[src/rtl/dbg_trap_pkg.sv]
package dbg_trap_pkg;
  typedef enum logic [1:0] {
    MODE_REAL = 2'b00,
    MODE_PROT = 2'b01,
    MODE_V86  = 2'b10,
    MODE_RSVD = 2'b11
  } cpu_mode_e;

  localparam int unsigned VEC_W = 8;
  localparam logic [VEC_W-1:0] VEC_STEP = 8'd1;
  localparam logic [VEC_W-1:0] VEC_BKPT = 8'd3;
  localparam logic [VEC_W-1:0] VEC_GP   = 8'd13;
  localparam logic [1:0]       PL_USER  = 2'd3;
endpackage

[src/rtl/dbg_step_track.sv]
module dbg_step_track (
  input  logic clk_i,
  input  logic rst_ni,
  input  logic retire_i,
  input  logic tf_i,
  input  logic sw_hit_i,
  output logic step_due_o
);
  logic tf_q, hold_q;

  assign step_due_o = tf_q | hold_q;

  always_ff @(posedge clk_i or negedge rst_ni) begin
    if (!rst_ni) begin
      tf_q   <= 1'b0;
      hold_q <= 1'b0;
    end else if (retire_i) begin
      tf_q   <= tf_i;
      // software interrupt wins; deferred step survives to next retirement
      hold_q <= sw_hit_i & step_due_o;
    end
  end

  p_step_after_set_r2: assert property (@(posedge clk_i) disable iff (!rst_ni)
    (retire_i && tf_i) |=> step_due_o);

  p_hold_src_r8: assert property (@(posedge clk_i) disable iff (!rst_ni)
    $rose(hold_q) |-> $past(retire_i && sw_hit_i));

  p_idle_keeps_r9: assert property (@(posedge clk_i) disable iff (!rst_ni)
    !retire_i |=> $stable(step_due_o));
endmodule

[src/rtl/dbg_swint_check.sv]
module dbg_swint_check
  import dbg_trap_pkg::*;
(
  input  logic             is_bkpt_i,
  input  logic             is_swint_i,
  input  logic [VEC_W-1:0] swint_vec_i,
  input  logic [1:0]       mode_i,
  input  logic [1:0]       iopl_i,
  input  logic [1:0]       cpl_i,
  output logic             sw_hit_o,
  output logic             gp_o,
  output logic [VEC_W-1:0] vec_o
);
  cpu_mode_e mode;
  logic      priv_ok;

  assign mode = cpu_mode_e'(mode_i);

  always_comb begin
    unique case (mode)
      MODE_REAL: priv_ok = 1'b1;
      MODE_V86:  priv_ok = (iopl_i == PL_USER);
      default:   priv_ok = (iopl_i >= cpl_i);
    endcase
  end

  assign sw_hit_o = is_bkpt_i | is_swint_i;
  // the one-byte breakpoint bypasses the privilege check
  assign gp_o     = is_swint_i & ~is_bkpt_i & ~priv_ok;

  always_comb begin
    if (is_bkpt_i)  vec_o = VEC_BKPT;
    else if (gp_o)  vec_o = VEC_GP;
    else            vec_o = swint_vec_i;
  end

  always_comb begin
    p_bkpt_no_gp_r4: assert (!(is_bkpt_i && gp_o));
  end
endmodule

[src/rtl/dbg_trap_seq.sv]
module dbg_trap_seq
  import dbg_trap_pkg::*;
#(
  parameter int unsigned IP_W = 32
) (
  input  logic             clk_i,
  input  logic             rst_ni,
  input  logic             retire_i,
  input  logic             tf_i,
  input  logic             is_bkpt_i,
  input  logic             is_swint_i,
  input  logic [VEC_W-1:0] swint_vec_i,
  input  logic [1:0]       mode_i,
  input  logic [1:0]       iopl_i,
  input  logic [1:0]       cpl_i,
  input  logic [IP_W-1:0]  cur_ip_i,
  input  logic [IP_W-1:0]  next_ip_i,
  output logic             exc_req_o,
  output logic [VEC_W-1:0] exc_vec_o,
  output logic [IP_W-1:0]  exc_ip_o
);
  logic             sw_hit, gp, step_due;
  logic [VEC_W-1:0] sw_vec;

  dbg_swint_check i_swint_check (
    .is_bkpt_i   (is_bkpt_i),
    .is_swint_i  (is_swint_i),
    .swint_vec_i (swint_vec_i),
    .mode_i      (mode_i),
    .iopl_i      (iopl_i),
    .cpl_i       (cpl_i),
    .sw_hit_o    (sw_hit),
    .gp_o        (gp),
    .vec_o       (sw_vec)
  );

  dbg_step_track i_step_track (
    .clk_i      (clk_i),
    .rst_ni     (rst_ni),
    .retire_i   (retire_i),
    .tf_i       (tf_i),
    .sw_hit_i   (sw_hit),
    .step_due_o (step_due)
  );

  assign exc_req_o = retire_i & (sw_hit | step_due);
  assign exc_vec_o = sw_hit ? sw_vec : VEC_STEP;
  // a privilege fault reports the faulting instruction, traps the next one
  assign exc_ip_o  = gp ? cur_ip_i : next_ip_i;

  always_comb begin
    p_req_in_retire_r9: assert (!exc_req_o || retire_i);
  end

  p_bkpt_vec_r4: assert property (@(posedge clk_i) disable iff (!rst_ni)
    (retire_i && is_bkpt_i) |-> (exc_req_o && exc_vec_o == VEC_BKPT && exc_ip_o == next_ip_i));

  p_real_pass_r5: assert property (@(posedge clk_i) disable iff (!rst_ni)
    (retire_i && is_swint_i && !is_bkpt_i && mode_i == 2'b00) |-> (exc_vec_o == swint_vec_i));

  p_v86_gp_r7: assert property (@(posedge clk_i) disable iff (!rst_ni)
    (retire_i && is_swint_i && !is_bkpt_i && mode_i == 2'b10 && iopl_i != 2'd3)
      |-> (exc_req_o && exc_vec_o == VEC_GP && exc_ip_o == cur_ip_i));
endmodule

[config.mk]
export PLATFORM = sky130hd
export DESIGN_NAME = dbg_trap_seq
export DESIGN_NICKNAME = d
export VERILOG_FILES = /design/src/rtl/dbg_trap_pkg.sv /design/src/rtl/dbg_step_track.sv /design/src/rtl/dbg_swint_check.sv /design/src/rtl/dbg_trap_seq.sv
export SDC_FILE = /design/constraint.sdc
export NUM_CORES = 1
export LEC_CHECK = 0
export BUFFER_PORTS_ARGS = -buffer_cell sky130_fd_sc_hd__buf_2
export CORE_ASPECT_RATIO = 1.1
export CORE_MARGIN = 8
export CORE_UTILIZATION = 30
export DETAILED_ROUTE_END_ITERATION = 8
export PLACE_DENSITY_LB_ADDON = 0.25
export SLEW_MARGIN = 20
export SYNTH_ARGS = -nofsm -noshare
export SYNTH_HDL_FRONTEND = slang
export SYNTH_SLANG_ARGS = --single-unit
export TNS_END_PERCENT = 5
[constraint.sdc]
create_clock -name clk_i -period 2.7 [get_ports clk_i]
set_clock_uncertainty 0.2 [all_clocks]
set_input_delay 0.27 -clock clk_i [delete_from_list [all_inputs] [get_ports clk_i]]
set_output_delay 0.27 -clock clk_i [all_outputs]
set_load 0.1 [all_outputs]
==> impl_metrics.ini <==
[clock_network]
cts_tree = done
postCtsHoldBufs = 1
htreeDepth = 1
root_buffer = clkbuf_4
clock_sinks = 2
numCtsBuffers = 3
cts.repair.resized = 0
insertion_delay_ns = 0.23
clk_path_buf_depth = 2
cts_setup_buffers = 0
clkTransAtPathRegs_ns = 0.03

[floorplan]
ioPinCount = 125
die_x_um = 65.7
start_util_pct = 30.4
core_sq_um = 2680
die_h_um = 70.7
dieArea_sq_um = 4640
rows = 20

[detailed_routing]
route.vias.total = 1026
drc = 0
drt-total-wl_mm = 4.00
first_iter_violations = 34
drtAntennaViolNets = 0
firstDrtPassIters = 4
wl_per_cell_um = 17.9
via_per_inst = 4.58

[yosys]
syn-num-nets = 150
yosysSeqAreaShare_pct = 6.14
ys_warn_count = 0
syn_area_sq_um = 815
syn_inst = 64
syn-mean-instance-area_sq_um = 12.7
synth_cell_types = 20
ys_seq_elements = 2

[finish]
instances_no_fill = 224
final_cell_mix = buf_2 (92), buf_12 (33), mux2_4 (30)
area_growth_syn_to_layout_pct = 141
nets = 279
seqCellArea_sq_um = 50.0
layout_commonest_cell = buf_2
diodes = 0
layout-drive-gt1-share_pct = 89.0
nFillCells = 179
multi_input_area_sq_um = 701

[placed_design]
dp.final_hpwl_mm = 3.62
io_buffers = 124
place.gp.congestion = 0.804
dp.cells = 220

[setup_path]
crit_fanout = 26
critical_path_arrival_ns = 1.88
cp-start-kind = primary input
reg2reg_setup_slack_ns = 1.73
critPathRequiredTime_ns = 2.23
worstSetupPathType = in2out
cp-end-kind = output port

[pwr]
power_uw = 778
total_leakage_power_nw = 1.11
power_density_nw_per_um2 = 397
ir_drop_v = 0.000345

[global_routing]
overflow = 0
grt_use_total_pct = 15.5
grt_pass1_vias = 1114
antenna_found_initial = 0
grt_pass1_wl_mm = 5.69
grt_max_degree = 27

[job]
cap_violations = 0

[min_path]
min_path_type = in2reg

[timing]
worst_slew_margin_rel_pct = 67.3
clock.fmax_ghz = 0.426
period_share_pct = 86.9
finalSetupViolations = 0
period_needed_ns = 2.35
finalHoldViolCount = 0
worst_slew_pin_slew_ns = 0.494
setup_tns_ns = 0
drv_slew = 0
rsz0062_at_grt = no

[run_status]
outcome = completed
-- Yosys cell counts, drive strengths merged --
| library cell | number | share of area, % |
|---|---|---|
| a21oi | 4 | 5.2 |
| and2 | 4 | 3.1 |
| and2b | 1 | 1.1 |
| buf | 3 | 7.4 |
| dfrtp | 2 | 6.1 |
| ha | 2 | 3.1 |
| inv | 2 | 0.92 |
| mux2 | 33 | 59 |
| nand2 | 1 | 0.46 |
| nand2b | 4 | 4.9 |
| nor2 | 1 | 0.46 |
| nor3b | 1 | 0.92 |
| o21a | 2 | 1.8 |
| o21ai | 1 | 2.0 |
| o21bai | 1 | 0.92 |
| o41a | 1 | 1.4 |
| or2 | 1 | 0.77 |
-- sequential cells by signal, indices dropped and copies added, names as in the netlist --
signal,count
i_step_track.tf_q,1
i_step_track.hold_q,1
-- final timing paths --
kind / cells past startpoint / endpoint / startpoint
hold reg to reg: 2 / i_step_track.hold_q / i_step_track.hold_q
max in group asynchronous: 2 / i_step_track.tf_q / rst_ni
hold / removal: 2 / i_step_track.hold_q / retire_i
setup / recovery: 9 / exc_ip_o[0] / iopl_i[0]
min in group asynchronous: 2 / i_step_track.hold_q / rst_ni
setup reg to reg: 1 / i_step_track.tf_q / i_step_track.tf_q
-- worst max-delay path, cell delays in order --
cell      delay (ns)
buf_2           0.11
inv_1           0.05
ha_1            0.27
nand2b_4        0.13
a21oi_4         0.07
o21ai_4         0.18
buf_12          0.24
mux2_2          0.39
buf_12          0.17
-- final cells by class --
class                      count  area share [%]
timing repair buffer         127            58.1
multi-input combinational     57            35.7
sequential                     2            2.55
tap                           33            2.11
clock buffer                   3            1.15
inverter                       2           0.383
-- metrics by stage --
step	utilization [%]	setup WS [ns]	hold slack (ns)	cell area (sq um)
2_1_floorplan	-	0.333	-0.226	818
3_3_place_gp	72.0	0.387	-0.146	1930
3_5_place_dp	72.0	0.347	-0.144	1930
4_1_cts	73.2	0.343	0.0584	1960
5_1_grt	73.2	0.269	0.0892	1960
6_report	73.2	0.355	0.0662	1960
-- per-layer routing --
metal / up-vias / GRT usage, % / wire length (um)
met3: 4 / 4.42 / 402
met1: 463 / 15.6 / 1440
met5: - / 0 / 0
met4: 0 / 5.10 / 37
met2: 71 / 29.0 / 2120
li1: 488 / - / -
-- logic make-up (layout without fill, tap and decap cells) --
group / after synthesis / after routing / synth area share (%)
fa+ha+maj: 2 / 2 / 3.07
flops: 2 / 2 / 6.14
mux: 33 / 33 / 59.4
simple gates: 13 / 13 / 11.7
buf+inv: 5 / 132 / 8.30
compound gates: 9 / 9 / 11.4
-- report_power, final --
part,internal [mW],switching (mW)
registers,0.0341,0.00251
clock network,0.0494,0.0220
logic,0.257,0.413
total,0.340,0.438
Note: power is estimated with default switching activity, not from simulation.
